**config.mk**
```make
export PLATFORM = sky130hd
export DESIGN_NAME = pcap_port
export DESIGN_NICKNAME = d
export VERILOG_FILES = /design/src/rtl/pcap_pkg.sv /design/src/rtl/pcap_edge.sv /design/src/rtl/pcap_packer.sv /design/src/rtl/pcap_fifo.sv /design/src/rtl/pcap_port.sv
export SDC_FILE = /design/constraint.sdc
export NUM_CORES = 1
export LEC_CHECK = 0
export BUFFER_PORTS_ARGS = -buffer_cell sky130_fd_sc_hd__buf_2
export CORE_MARGIN = 4
export CORE_UTILIZATION = 50
export CTS_BUF_LIST = sky130_fd_sc_hd__clkbuf_4
export DETAILED_ROUTE_END_ITERATION = 16
export GPL_TIMING_DRIVEN = 0
export MAX_ROUTING_LAYER = met4
export PLACE_DENSITY = 0.67
export SYNTH_ARGS = -nofsm -noshare
export SYNTH_HDL_FRONTEND = slang
export SYNTH_SLANG_ARGS = --single-unit
```
**constraint.sdc**
```tcl
create_clock -name clk_i -period 3.6 [get_ports clk_i]
set_clock_uncertainty 0.15 [all_clocks]
set_input_delay 0.72 -clock clk_i [delete_from_list [all_inputs] [get_ports clk_i]]
set_output_delay 0.72 -clock clk_i [all_outputs]
set_load 0.05 [all_outputs]
```
**src/rtl/pcap_pkg.sv**
```systemverilog
package pcap_pkg;
    localparam int unsigned WORD_W = 32;
    localparam int unsigned BUS_W  = 20;

    typedef enum logic [1:0] {
        PACK_4X8   = 2'b00,
        PACK_2X16  = 2'b01,
        PACK_TRIO  = 2'b10,
        PACK_20L   = 2'b11
    } pack_mode_e;

    // Index of the last sample of a word for each mode
    function automatic logic [1:0] last_slot(input pack_mode_e m);
        case (m)
            PACK_4X8:  return 2'd3;
            PACK_2X16: return 2'd1;
            PACK_TRIO: return 2'd2;
            default:   return 2'd0;
        endcase
    endfunction
endpackage

```
**src/rtl/pcap_edge.sv**
```systemverilog
module pcap_edge (
    input  logic clk_i,
    input  logic rst_ni,
    input  logic cap_clk_i,
    input  logic fall_sel_i,
    output logic edge_o
);
    typedef struct packed {
        logic prev;
    } edge_st_t;

    edge_st_t st_d, st_q;

    always_comb begin
        st_d      = st_q;
        st_d.prev = cap_clk_i;
        if (fall_sel_i) begin
            edge_o = st_q.prev & ~cap_clk_i;
        end else begin
            edge_o = ~st_q.prev & cap_clk_i;
        end
    end

    always_ff @(posedge clk_i or negedge rst_ni) begin
        if (!rst_ni) begin
            st_q <= '0;
        end else begin
            st_q <= st_d;
        end
    end
endmodule

```
**src/rtl/pcap_packer.sv**
```systemverilog
module pcap_packer
    import pcap_pkg::*;
(
    input  logic              clk_i,
    input  logic              rst_ni,
    input  logic              clr_i,
    input  pack_mode_e        mode_i,
    input  logic              take_i,
    input  logic [BUS_W-1:0]  sample_i,
    output logic [WORD_W-1:0] word_o,
    output logic              done_o
);
    typedef struct packed {
        pack_mode_e         mode;
        logic [1:0]         slot;
        logic [WORD_W-1:0]  acc;
    } pack_st_t;

    pack_st_t st_d, st_q;

    logic              restart;
    logic [1:0]        base_slot;
    logic [WORD_W-1:0] base_acc;
    logic [WORD_W-1:0] placed;
    logic              is_last;

    always_comb begin
        restart   = (mode_i != st_q.mode);
        base_slot = restart ? 2'd0 : st_q.slot;
        base_acc  = restart ? '0 : st_q.acc;
        is_last   = (base_slot == last_slot(mode_i));

        case (mode_i)
            PACK_4X8:  placed = {24'b0, sample_i[7:0]} << {base_slot, 3'b000};
            PACK_2X16: placed = {16'b0, sample_i[15:0]} << {base_slot, 4'b0000};
            PACK_TRIO: begin
                case (base_slot)
                    2'd0:    placed = {22'b0, sample_i[9:0]};
                    2'd1:    placed = {11'b0, sample_i[10:0], 10'b0};
                    default: placed = {sample_i[10:0], 21'b0};
                endcase
            end
            default:   placed = {sample_i[19:0], 12'b0};
        endcase

        st_d      = st_q;
        st_d.mode = mode_i;
        st_d.slot = base_slot;
        st_d.acc  = base_acc;
        done_o    = 1'b0;
        word_o    = base_acc | placed;

        if (clr_i) begin
            st_d.slot = 2'd0;
            st_d.acc  = '0;
        end else if (take_i) begin
            if (is_last) begin
                done_o    = 1'b1;
                st_d.slot = 2'd0;
                st_d.acc  = '0;
            end else begin
                st_d.slot = base_slot + 2'd1;
                st_d.acc  = base_acc | placed;
            end
        end
    end

    always_ff @(posedge clk_i or negedge rst_ni) begin
        if (!rst_ni) begin
            st_q <= '0;
        end else begin
            st_q <= st_d;
        end
    end
endmodule

```
**src/rtl/pcap_fifo.sv**
```systemverilog
module pcap_fifo #(
    parameter int unsigned DEPTH = 6,
    parameter int unsigned W     = 32,
    localparam int unsigned PTR_W = (DEPTH > 1) ? $clog2(DEPTH) : 1,
    localparam int unsigned LVL_W = $clog2(DEPTH + 1)
) (
    input  logic             clk_i,
    input  logic             rst_ni,
    input  logic             clr_i,
    input  logic             push_i,
    input  logic [W-1:0]     wdata_i,
    input  logic             ready_i,
    output logic [W-1:0]     rdata_o,
    output logic             valid_o,
    output logic [LVL_W-1:0] level_o,
    output logic             ovf_o
);
    localparam logic [LVL_W-1:0] FULL_LVL = LVL_W'(DEPTH);
    localparam logic [PTR_W-1:0] LAST_PTR = PTR_W'(DEPTH - 1);

    typedef struct packed {
        logic [DEPTH-1:0][W-1:0] mem;
        logic [PTR_W-1:0]        wr;
        logic [PTR_W-1:0]        rd;
        logic [LVL_W-1:0]        lvl;
        logic                    ovf;
    } fifo_st_t;

    fifo_st_t st_d, st_q;
    logic     pop;
    logic     accept;

    function automatic logic [PTR_W-1:0] bump(input logic [PTR_W-1:0] p);
        return (p == LAST_PTR) ? '0 : p + 1'b1;
    endfunction

    always_comb begin
        valid_o = (st_q.lvl != '0);
        rdata_o = st_q.mem[st_q.rd];
        level_o = st_q.lvl;
        ovf_o   = st_q.ovf;
        pop     = valid_o & ready_i;
        accept  = push_i & ((st_q.lvl != FULL_LVL) | pop);

        st_d = st_q;
        if (clr_i) begin
            st_d.wr  = '0;
            st_d.rd  = '0;
            st_d.lvl = '0;
            st_d.ovf = 1'b0;
        end else begin
            if (pop) begin
                st_d.rd = bump(st_q.rd);
            end
            if (accept) begin
                st_d.mem[st_q.wr] = wdata_i;
                st_d.wr           = bump(st_q.wr);
            end
            if (push_i && !accept) begin
                st_d.ovf = 1'b1;
            end
            st_d.lvl = st_q.lvl + LVL_W'(accept) - LVL_W'(pop);
        end
    end

    always_ff @(posedge clk_i or negedge rst_ni) begin
        if (!rst_ni) begin
            st_q <= '0;
        end else begin
            st_q <= st_d;
        end
    end
endmodule

```
**src/rtl/pcap_port.sv**
```systemverilog
module pcap_port
    import pcap_pkg::*;
#(
    parameter int unsigned FIFO_DEPTH = 6,
    localparam int unsigned LVL_W = $clog2(FIFO_DEPTH + 1)
) (
    input  logic              clk_i,
    input  logic              rst_ni,
    input  logic              en_i,
    input  logic              port_clr_i,
    input  logic [1:0]        mode_i,
    input  logic              edge_fall_i,
    input  logic              cap_clk_i,
    input  logic              hold_ni,
    input  logic [BUS_W-1:0]  data_i,
    output logic [WORD_W-1:0] out_data_o,
    output logic              out_valid_o,
    input  logic              out_ready_i,
    output logic [LVL_W-1:0]  level_o,
    output logic              overflow_o
);
    logic              cap_edge;
    logic              take;
    logic [WORD_W-1:0] packed_word;
    logic              word_done;

    pcap_edge edge_i (
        .clk_i      (clk_i),
        .rst_ni     (rst_ni),
        .cap_clk_i  (cap_clk_i),
        .fall_sel_i (edge_fall_i),
        .edge_o     (cap_edge)
    );

    assign take = cap_edge & en_i & ~hold_ni & ~port_clr_i;

    pcap_packer packer_i (
        .clk_i    (clk_i),
        .rst_ni   (rst_ni),
        .clr_i    (port_clr_i),
        .mode_i   (pack_mode_e'(mode_i)),
        .take_i   (take),
        .sample_i (data_i),
        .word_o   (packed_word),
        .done_o   (word_done)
    );

    pcap_fifo #(
        .DEPTH (FIFO_DEPTH),
        .W     (WORD_W)
    ) fifo_i (
        .clk_i   (clk_i),
        .rst_ni  (rst_ni),
        .clr_i   (port_clr_i),
        .push_i  (word_done),
        .wdata_i (packed_word),
        .ready_i (out_ready_i),
        .rdata_o (out_data_o),
        .valid_o (out_valid_o),
        .level_o (level_o),
        .ovf_o   (overflow_o)
    );
endmodule

```
==> run_results.csv <==
group,metric,value,unit
run_status,outcome,"finished, final reports clean",
job,cap_violations,0,
yosys,synthArstFlopShare,100,%
setup_path,path_depth,5,
yosys,ys_seq_area_share,50.8,%
setup_path,rr_startpoint,"packer_i.st_q[34]$_DFF_PN0_",
yosys,synth_common_cells,"dfrtp_1, mux2_2, nand2_1, inv_1, o22ai_1",
die,core_area,0.0229,mm²
timing,finalHoldViolations,0,
routing,drt_iter0_drc,602,
yosys,synth_nets,939,
timing,fin_crit,3.44,ns
timing,fin_ws,0.156,ns
routing,ant_nets,0,
yosys,synth.largest_area_cell,"dfrtp_1",
yosys,ys_warn_count,0,
power,ir_drop,0.302,mV
timing,setup_viol,0,
routing,wl,29400,µm
timing,grt_setup_unrepaired,"no",
clock_tree,htree_levels,3,
setup_path,startpoint,"fifo_i.st_q[4]$_DFFE_PN0P_",
yosys,syn_avg_cell_area,13.0,µm²
yosys,synth_area_leaders,"dfrtp_1, mux2_2, mux4_2, mux2_4, mux2i_1",
setup_path,cp_data_arrival_time,2.57,ns
power,pwr_density_cell,482,mW/mm²
die,initial_core_util,51.4,%
placed_design,placed_area,0.0126,mm²
timing,fin_crit_sh,95.7,%
yosys,yosys.area.top_type_share,50.8,%
die,dieArea,0.0261,mm²
setup_path,critical_path.slowest_cell,"buf_2",
global_route,grt_pass1_vias,8583,
yosys,synth_edf_count,0,
setup_path,r2r-end,"fifo_i.st_q[110]$_DFFE_PN0P_",
timing,fmaxAchievable,290,MHz
setup_path,r2r_slack,0.28,ns
clock_tree,cts_setup_buffers,0,
placed_design,finalWeightedCongestion,0.970,
clock_tree,cts.path.max_buffers,3,
die,die_w,162,µm
setup_path,cp_num_buf_inv,3,
timing,timing.final.max_slew_violations,0,
setup_path,path_common_cell,"buf_2",
die,io_pins,67,
yosys,yosysMostFrequentCell,"dfrtp_1",
placed_design,hpwl,19500,µm
yosys,yosysUniqueCellTypes,69,
global_route,grt_pass1_wl,47900,µm
routing,firstDrtPassIters,6,
timing,slew_headroom,30.6,%
worst_hold_path,hold_depth,1,
setup_path,critPathCapture,"out_data_o[8]",
setup_path,crit_fanout,10,
setup_path,critical-path-top-delay-family,"buffers and inverters",
setup_path,cp-start-kind,"register",
yosys,synth_cells,905,
finish,syn2layout_area_growth,13.2,%
clock_tree,cts_buffers,66,
yosys,synth-seq-cells,239,
timing,whs,0.0942,ns
timing,tns,0,ns
clock_tree,cts_tree,"yes",
power,p_leak,6.35,nW
setup_path,path_cells,"buf_2 -> buf_2 -> mux2i_1 -> o22ai_1 -> buf_2",
clock_tree,clk_latency,0.63,ns
setup_path,end_kind,"output port",
global_route,grt_usage,23.9,%
finish,drive_gt1_share,40.4,%
clock_tree,clockRootBuffer,"clkbuf_4",
die,num_rows,55,
placed_design,post-place-ws,-0.636,ns
finish,fin_nets,1075,
setup_path,critPathKind,"reg -> out",
yosys,synth.cell_area,0.0118,mm²
clock_tree,cts_sinks,239,
routing,routed_via_density,5.86,
finish,fin_area,0.0133,mm²
worst_hold_path,hp-class,"in -> reg",
setup_path,cp_slowest_stage_delay,0.44,ns
placed_design,port_buffers,66,
yosys,synth_top_flop_cell,"dfrtp_1",
global_route,grt_max_degree,109,
global_route,overflow,0,
setup_path,rr_worst_depth,10,
setup_path,worstPathRequired,2.73,ns
routing,vias,8122,
timing,tightest_slew,1.03,ns
die,die_h,162,µm
global_route,antenna_found_initial,1,
routing,post_drt_wl_per_cell,21.2,µm
routing,drc,0,
clock_tree,clkTransAtPathRegs,0.06,ns
flip-flops by register name (all words and copies together) (netlist names):
name / cells
edge_i.st_q: 1
fifo_i.ovf_o: 1
fifo_i.st_q: 198
fifo_i.level_o: 3
packer_i.st_q: 36
worst register-to-register path, delay by kind of cell (launching register included):
family | cells | cell delay [ns]
buf+inv | 2 | 0.67
mux | 1 | 0.31
fa+ha+maj | 1 | 0.23
xor+xnor | 1 | 0.38
simple gates | 2 | 0.32
flops | 1 | 0.43
compound gates | 3 | 0.73
worst min-delay path by stage:
stage	slack [ns]	to	from
2_1_floorplan	0.27	edge_i.st_q$_DFF_PN0_	rst_ni
3_3_place_gp	0.32	fifo_i.st_q[99]$_DFFE_PN0P_	fifo_i.st_q[99]$_DFFE_PN0P_
3_5_place_dp	0.32	fifo_i.st_q[99]$_DFFE_PN0P_	fifo_i.st_q[99]$_DFFE_PN0P_
4_1_cts	0.03	edge_i.st_q$_DFF_PN0_	cap_clk_i
5_1_grt	0.05	edge_i.st_q$_DFF_PN0_	cap_clk_i
6_report	0.09	edge_i.st_q$_DFF_PN0_	cap_clk_i
layer usage:
metal	wire (µm)	GRT usage (%)
met2	13800	35.5
met1	13200	33.1
met4	563	7.60
met5	0	-
met3	1900	5.38
cells by family after synthesis:
group | count (synthesis) | synth area share [%]
AO/OA/AOI/OAI | 162 | 10.1
XOR/XNOR | 6 | 0.446
adder cells (fa/ha/maj) | 4 | 0.489
buffers and inverters | 109 | 4.04
flip-flops | 239 | 50.8
multiplexers | 259 | 28.4
AND/OR/NAND/NOR | 126 | 5.76
area by class of cell:
| class | instances | area [µm²] |
|---|---|---|
| Fill cell | 1949 | 9580 |
| Sequential cell | 239 | 5980 |
| Multi-Input combinational cell | 557 | 5340 |
| Clock buffer | 89 | 668 |
| Timing Repair Buffer | 69 | 405 |
| Tap cell | 313 | 392 |
| Buffer | 65 | 345 |
| Inverter | 43 | 161 |
| Clock inverter | 11 | 42.5 |
| Antenna cell | 1 | 2.50 |
per-stage QoR:
stage | power (W) | util, % | instances
after global routing | 0.00679 | 58.2 | 1387
after floorplan | 0.00388 | - | 905
final | 0.00642 | 58.2 | 1387
after CTS | 0.00653 | 58.2 | 1386
after detailed placement | 0.00429 | 54.9 | 1286
after global placement | 0.00427 | 54.6 | 1284
cell usage in the layout (no fill, tap or decap), drive strengths merged, types with 5 or more instances in the layout:
| cell type | instances |
|---|---|
| xnor2 | 5 |
| and2 | 5 |
| o211ai | 9 |
| nand3 | 5 |
| mux2i | 34 |
| mux4 | 32 |
| inv | 45 |
| dfrtp | 239 |
| a22o | 14 |
| mux2 | 193 |
| nor2 | 18 |
| buf | 102 |
| a21oi | 11 |
| clkbuf | 118 |
| a21boi | 30 |
| o22ai | 35 |
| a221o | 6 |
| nand2 | 56 |
| o21ai | 9 |
| a22oi | 17 |
| clkinv | 9 |
what timing repair did:
action,CTS,global route
gates resized for setup,20,7
gates cloned,0,0
endpoints found under the hold margin,33,0
setup endpoints to repair,38,62
hold buffers,1,0
power breakdown:
part / total, W / internal, W / switching (W)
Combinational: 0.00143 / 0.000520 / 0.000913
Clock: 0.00217 / 0.00113 / 0.00104
Sequential: 0.00282 / 0.00276 / 0.0000603
Note: power is estimated with default switching activity, not from simulation.
